`config.mk`:
```
export PLATFORM = sky130hd
export DESIGN_NAME = touch_ctl_i2c_target
export DESIGN_NICKNAME = d
export VERILOG_FILES = /design/src/rtl/touch_i2c_pkg.sv /design/src/rtl/i2c_bus_cond.sv /design/src/rtl/i2c_byte_engine.sv /design/src/rtl/touch_regbank.sv /design/src/rtl/touch_ctl_i2c_target.sv
export SDC_FILE = /design/constraint.sdc
export NUM_CORES = 1
export LEC_CHECK = 0
export BUFFER_PORTS_ARGS = -buffer_cell sky130_fd_sc_hd__buf_2
export CAP_MARGIN = 40
export CORE_MARGIN = 4
export CORE_UTILIZATION = 50
export DETAILED_ROUTE_END_ITERATION = 12
export HOLD_SLACK_MARGIN = 0.08
export PLACE_DENSITY_LB_ADDON = 0.1
export REMOVE_ABC_BUFFERS = 1
export SYNTH_ARGS = -nofsm -noshare
export SYNTH_HDL_FRONTEND = slang
export SYNTH_SLANG_ARGS = --single-unit
```
`constraint.sdc`:
```
create_clock -name clk -period 4.77 [get_ports clk]
set_input_delay 0.7155 -clock clk [delete_from_list [all_inputs] [get_ports clk]]
set_output_delay 0.7155 -clock clk [all_outputs]
set_load 0.005 [all_outputs]
```
`src/rtl/touch_i2c_pkg.sv`:
```
package touch_i2c_pkg;
  typedef enum logic [2:0] {
    S_IDLE, S_ADDR, S_PTR, S_WDATA, S_ACK, S_RDATA, S_MACK
  } eng_state_t;

  localparam logic [7:0] REG_CFG  = 8'h00;
  localparam logic [7:0] REG_CHAN = 8'h01;
  localparam logic [7:0] REG_PRS  = 8'h02;
  localparam logic [7:0] REG_CHG  = 8'h03;
  localparam logic [7:0] REG_ACLR = 8'h04;
endpackage

```
`src/rtl/i2c_bus_cond.sv`:
```
module i2c_bus_cond #(
  parameter int SYNC = 2
) (
  input  logic clk,
  input  logic rst_n,
  input  logic scl_i,
  input  logic sda_i,
  output logic scl_s,
  output logic sda_s,
  output logic scl_rise,
  output logic scl_fall,
  output logic start_det,
  output logic stop_det
);
  logic [SYNC-1:0] scl_ff, sda_ff;
  logic scl_d, sda_d;

  always_ff @(posedge clk or negedge rst_n) begin
    if (!rst_n) begin
      scl_ff <= '1;
      sda_ff <= '1;
      scl_d  <= 1'b1;
      sda_d  <= 1'b1;
    end else begin
      scl_ff <= {scl_ff[SYNC-2:0], scl_i};
      sda_ff <= {sda_ff[SYNC-2:0], sda_i};
      scl_d  <= scl_ff[SYNC-1];
      sda_d  <= sda_ff[SYNC-1];
    end
  end

  assign scl_s     = scl_ff[SYNC-1];
  assign sda_s     = sda_ff[SYNC-1];
  assign scl_rise  = scl_s & ~scl_d;
  assign scl_fall  = ~scl_s & scl_d;
  assign start_det = scl_s & scl_d & sda_d & ~sda_s;
  assign stop_det  = scl_s & scl_d & ~sda_d & sda_s;
endmodule

```
`src/rtl/i2c_byte_engine.sv`:
```
module i2c_byte_engine
  import touch_i2c_pkg::*;
#(
  parameter logic [4:0] ADDR_HI = 5'b10001
) (
  input  logic       clk,
  input  logic       rst_n,
  input  logic       sda_s,
  input  logic       scl_rise,
  input  logic       scl_fall,
  input  logic       start_det,
  input  logic       stop_det,
  input  logic [1:0] strap,
  input  logic [7:0] rd_data,
  output logic       sda_oe,
  output logic [7:0] ptr,
  output logic       wr_en,
  output logic [7:0] wr_data,
  output logic       chg_pulse
);
  eng_state_t state, nxt_st;
  logic [3:0] cnt;
  logic [7:0] sh, tx;
  logic       macked;

  always_ff @(posedge clk or negedge rst_n) begin
    if (!rst_n) begin
      state     <= S_IDLE;
      nxt_st    <= S_IDLE;
      cnt       <= '0;
      sh        <= '0;
      tx        <= '0;
      ptr       <= '0;
      macked    <= 1'b0;
      wr_en     <= 1'b0;
      wr_data   <= '0;
      chg_pulse <= 1'b0;
    end else begin
      wr_en     <= 1'b0;
      chg_pulse <= 1'b0;
      if (start_det) begin
        state <= S_ADDR;
        cnt   <= '0;
      end else if (stop_det) begin
        state <= S_IDLE;
      end else begin
        case (state)
          S_ADDR, S_PTR, S_WDATA: begin
            if (scl_rise) begin
              sh  <= {sh[6:0], sda_s};
              cnt <= cnt + 4'd1;
            end else if (scl_fall && cnt == 4'd8) begin
              cnt <= '0;
              if (state == S_ADDR) begin
                if (sh[7:1] == {ADDR_HI, strap}) begin
                  state  <= S_ACK;
                  nxt_st <= sh[0] ? S_RDATA : S_PTR;
                end else begin
                  state <= S_IDLE;
                end
              end else if (state == S_PTR) begin
                ptr    <= sh;
                state  <= S_ACK;
                nxt_st <= S_WDATA;
              end else begin
                wr_en   <= 1'b1;
                wr_data <= sh;
                state   <= S_ACK;
                nxt_st  <= S_WDATA;
              end
            end
          end
          S_ACK: begin
            if (scl_fall) begin
              state <= nxt_st;
              cnt   <= '0;
              if (nxt_st == S_RDATA) tx <= rd_data;
            end
          end
          S_RDATA: begin
            if (scl_fall) begin
              if (cnt == 4'd7) begin
                state <= S_MACK;
              end else begin
                tx  <= {tx[6:0], 1'b0};
                cnt <= cnt + 4'd1;
              end
            end
          end
          S_MACK: begin
            if (scl_rise) begin
              macked <= ~sda_s;
              if (!sda_s && ptr == REG_CHG) chg_pulse <= 1'b1;
            end else if (scl_fall) begin
              if (macked) begin
                state <= S_RDATA;
                cnt   <= '0;
                tx    <= rd_data;
              end else begin
                state <= S_IDLE;
              end
            end
          end
          default: ;
        endcase
      end
    end
  end

  assign sda_oe = (state == S_ACK) | ((state == S_RDATA) & ~tx[7]);
endmodule

```
`src/rtl/touch_regbank.sv`:
```
module touch_regbank
  import touch_i2c_pkg::*;
#(
  parameter int NCH = 4
) (
  input  logic           clk,
  input  logic           rst_n,
  input  logic           wr_en,
  input  logic [7:0]     addr,
  input  logic [7:0]     wr_data,
  input  logic [NCH-1:0] key_pressed,
  input  logic [NCH-1:0] key_changed,
  output logic [7:0]     rd_data,
  output logic           sw_shutdown,
  output logic [1:0]     sens_sel,
  output logic [NCH-1:0] chan_en,
  output logic [1:0]     aclr_sel
);
  localparam int PADW = 8 - NCH;
  logic [7:0] cfg_q, chan_q, aclr_q;

  always_ff @(posedge clk or negedge rst_n) begin
    if (!rst_n) begin
      cfg_q  <= 8'h00;
      chan_q <= 8'hFF;
      aclr_q <= 8'h00;
    end else if (wr_en) begin
      case (addr)
        REG_CFG:  cfg_q  <= wr_data;
        REG_CHAN: chan_q <= wr_data;
        REG_ACLR: aclr_q <= wr_data;
        default: ;
      endcase
    end
  end

  always_comb begin
    case (addr)
      REG_CFG:  rd_data = cfg_q;
      REG_CHAN: rd_data = chan_q;
      REG_PRS:  rd_data = {{PADW{1'b0}}, key_pressed};
      REG_CHG:  rd_data = {{PADW{1'b0}}, key_changed};
      REG_ACLR: rd_data = aclr_q;
      default:  rd_data = 8'h00;
    endcase
  end

  assign sw_shutdown = cfg_q[7];
  assign sens_sel    = cfg_q[6:5];
  assign chan_en     = chan_q[NCH-1:0];
  assign aclr_sel    = aclr_q[7:6];
endmodule

```
`src/rtl/touch_ctl_i2c_target.sv`:
```
module touch_ctl_i2c_target #(
  parameter int         NCH     = 4,
  parameter int         SYNC    = 2,
  parameter logic [4:0] ADDR_HI = 5'b10001
) (
  input  logic           clk,
  input  logic           rst_n,
  input  logic           scl_i,
  input  logic           sda_i,
  output logic           sda_oe,
  input  logic [1:0]     strap,
  input  logic [NCH-1:0] key_pressed,
  input  logic [NCH-1:0] key_changed,
  output logic           sw_shutdown,
  output logic [1:0]     sens_sel,
  output logic [NCH-1:0] chan_en,
  output logic [1:0]     aclr_sel,
  output logic           chg_read_pulse
);
  logic       scl_s, sda_s, scl_rise, scl_fall, start_det, stop_det;
  logic [7:0] ptr, wr_data, rd_data;
  logic       wr_en;

  i2c_bus_cond #(.SYNC(SYNC)) u_cond (
    .clk(clk), .rst_n(rst_n), .scl_i(scl_i), .sda_i(sda_i),
    .scl_s(scl_s), .sda_s(sda_s), .scl_rise(scl_rise), .scl_fall(scl_fall),
    .start_det(start_det), .stop_det(stop_det)
  );

  i2c_byte_engine #(.ADDR_HI(ADDR_HI)) u_eng (
    .clk(clk), .rst_n(rst_n), .sda_s(sda_s), .scl_rise(scl_rise),
    .scl_fall(scl_fall), .start_det(start_det), .stop_det(stop_det),
    .strap(strap), .rd_data(rd_data), .sda_oe(sda_oe), .ptr(ptr),
    .wr_en(wr_en), .wr_data(wr_data), .chg_pulse(chg_read_pulse)
  );

  touch_regbank #(.NCH(NCH)) u_regs (
    .clk(clk), .rst_n(rst_n), .wr_en(wr_en), .addr(ptr), .wr_data(wr_data),
    .key_pressed(key_pressed), .key_changed(key_changed), .rd_data(rd_data),
    .sw_shutdown(sw_shutdown), .sens_sel(sens_sel), .chan_en(chan_en),
    .aclr_sel(aclr_sel)
  );
endmodule

```
==> reports/results.ini <==
[timing]
fmax_mhz=407
timing.final.max_slew_violations=0
worst_slew_pin_slew_ns=0.817
final.min_clock_period_ns=2.46
rsz0062_at_grt=false
setup_slack_ns=2.31
hold_viol_final=0
relSlewSlack_pct=45.6
finalSetupViolCount=0
finalCritPeriodShare_pct=51.5
tns_ns=0
fin_skew_ns=0.0105

[detailed_routing]
drc=0
firstDrtPassIters=4
wl_per_cell_um=16.4
wirelength_um=6920
postRouteAntennaNets=0
vias=2338
drtIter0Drc=161
post_drt_via_cell_ratio=5.55

[setup_path]
slowest_delay_ns=0.57
crit_family=flip-flops
slowest_stage=dfrtp_1
cp_max_fo=13
crit_required_ns=4.05
arrival_ns=1.74
cp-end-kind=output port
crit_buf_inv=1
path_class=reg2out
cp-start-kind=flop
crit_chain=nor2b_1 > a21boi_0 > buf_2

[power_and_ir_drop]
total_power_mw=1.43
intPower_mw=1.03
pwr-share-comb_pct=10.4
switchingPower_mw=0.396
switching_share_pct=27.8
ir_drop_v=0.000223
clkPwrFrac_pct=35.1
seqPwrFrac_pct=54.6
leakage_nw=1.81
power_density_mw_per_mm2=358

[synth]
synthArstFlopShare_pct=100
synth.distinct_cells=50
synth.yosys.seq_area_share_pct=52.6
synthCells=301
synth_top_area_share_pct=42.4
yosys.area.top_type=dfrtp_1
yosysMostFrequentCell=dfrtp_1
synth_edf_count=0
ys_seq_elements=75
postSynthAreaPerCell_um2=12.0
ys.flop_type=dfrtp_1
synth_area_leaders=dfrtp_1 42%, mux2_2 16%, dfstp_2 10%
ys_warn_count=0
synth_commonest_cells=61 x dfrtp_1, 50 x mux2_2, 23 x nand2_1
synth_area_mm2=0.00360

[floorplanning]
ios=25
die_y_um=92.9
dieArea_mm2=0.00863
die_w_um=92.9
core-area_mm2=0.00691
start_util_pct=52.2
rows=30

[grt]
gr-total-overflow=0
grt_first_pass_wirelength_um=11700
grt_max_degree=58
grt_pass1_vias=2275
antenna_found_initial=0
grt_use_total_pct=17.6

[place]
hpwl_um=4970
placed_area_mm2=0.00378
pre_cts_ws_ns=2.65
io_buffers=24
gp_congestion=0.858

[clock_tree]
cts_resized=0
cts_setup_buffers=0
htreeDepth=3
clock-root-buffer=clkbuf_8
cts_tree=yes
clk_pin_slew_ns=0.08
cts_buffers=9
clock-sinks=75
clk_latency_ns=0.35
cts_max_path_buffers=2
cts_hold_buf=0

[cells_and_area]
final_cell_area_mm2=0.00398
nFillCells=604
antenna_cells=0
syn2layout_area_growth_pct=10.6
multi_input_area_mm2=0.00158
finalCoreUtilization_pct=57.7
drive_above_1_share_pct=35.4
regArea_mm2=0.00189
nNetsFinal=336

[hold_path]
holdCritPathClass=in2async

[run]
cap_violations=0

[status]
outcome=finished, final reports clean

final cells by class:
type | count | share of cell area [%]
inverters | 6 | 0.565
clock inverters | 7 | 2.07
multi-input cells | 201 | 39.5
clock buffers | 9 | 3.11
flip-flops and latches | 75 | 47.6
well taps | 96 | 3.02
repair buffers | 27 | 4.15
cell usage in the layout, fill, tap and decap left out, types with 3 or more instances in the layout:
| master | instances |
|---|---|
| dfstp_2 | 14 |
| mux2i_1 | 13 |
| a21oi_1 | 11 |
| nor2_1 | 10 |
| a21boi_0 | 3 |
| nor3_1 | 3 |
| nand2_1 | 23 |
| mux2_2 | 50 |
| buf_4 | 3 |
| nor2b_1 | 6 |
| nand3_1 | 5 |
| nand2b_1 | 9 |
| inv_1 | 6 |
| o21ai_0 | 16 |
| buf_2 | 23 |
| nand3b_1 | 5 |
| clkbuf_8 | 9 |
| dfrtp_1 | 61 |
| a22oi_1 | 6 |
| o22ai_1 | 5 |
power groups by stage:
| stage | clock (mW) | combinational, mW | sequential, mW |
|---|---|---|---|
| after global placement | 0 | 0.142 | 0.788 |
| after floorplan | 0 | 0.111 | 0.761 |
| final | 0.500 | 0.148 | 0.778 |
| after global routing | 0.546 | 0.169 | 0.792 |
| after CTS | 0.517 | 0.149 | 0.779 |
| after detailed placement | 0 | 0.148 | 0.791 |
metrics by stage:
stage | std cells | hold WS [ns]
after floorplan | 282 | 0.345
after global placement | 403 | 0.346
after detailed placement | 405 | 0.348
after CTS | 421 | 0.238
after global routing | 421 | 0.246
final | 421 | 0.243
flip-flops by register name, indices dropped and copies added, names as in the netlist:
register	cells
u_eng.ptr	8
u_eng.cnt	4
u_cond.scl_d	1
u_eng.macked	1
u_eng.tx	8
u_cond.sda_ff	2
u_regs.aclr_q	8
u_cond.scl_ff	2
u_regs.chan_q	8
u_eng.wr_data	8
u_eng.sh	8
u_eng.chg_pulse	1
u_cond.sda_d	1
u_eng.state	3
u_eng.nxt_st	3
u_regs.cfg_q	8
u_eng.wr_en	1
worst paths after layout:
| check | slack, ns | cells past startpoint | start | end |
|---|---|---|---|---|
| hold / removal | 0.24 | 1 | rst_n | u_eng.sh[3] |
| setup reg to reg | 2.64 | 5 | u_eng.ptr[3] | u_regs.cfg_q[5] |
| setup / recovery | 2.31 | 3 | u_eng.state[2] | sda_oe |
| max in group asynchronous | 3.93 | 2 | rst_n | u_regs.chan_q[5] |
| min in group clk | 0.36 | 0 | u_cond.sda_ff[0] | u_cond.sda_ff[1] |
| hold reg to reg | 0.36 | 0 | u_cond.sda_ff[0] | u_cond.sda_ff[1] |
metal layers:
layer / up-vias / wire length, um / track usage, %
met4: 0 / 99 / 6.72
li1: 1122 / - / -
met3: 6 / 297 / 4.47
met5: - / 0 / 0
met2: 43 / 3100 / 25.3
met1: 1167 / 3420 / 25.4
kinds of logic (layout without fill, tap and decap cells):
| kind of cell | count (synthesis) | after routing | share of synthesized area [%] |
|---|---|---|---|
| multiplexers | 64 | 64 | 19.9 |
| AND/OR/NAND/NOR | 76 | 76 | 12.0 |
| XOR/XNOR | 3 | 3 | 0.729 |
| flip-flops | 75 | 75 | 52.6 |
| adder cells (fa/ha/maj) | 2 | 2 | 0.694 |
| AO/OA/AOI/OAI | 56 | 56 | 10.5 |
| buffers and inverters | 25 | 49 | 3.72 |
(Power assumes the default switching activity.)
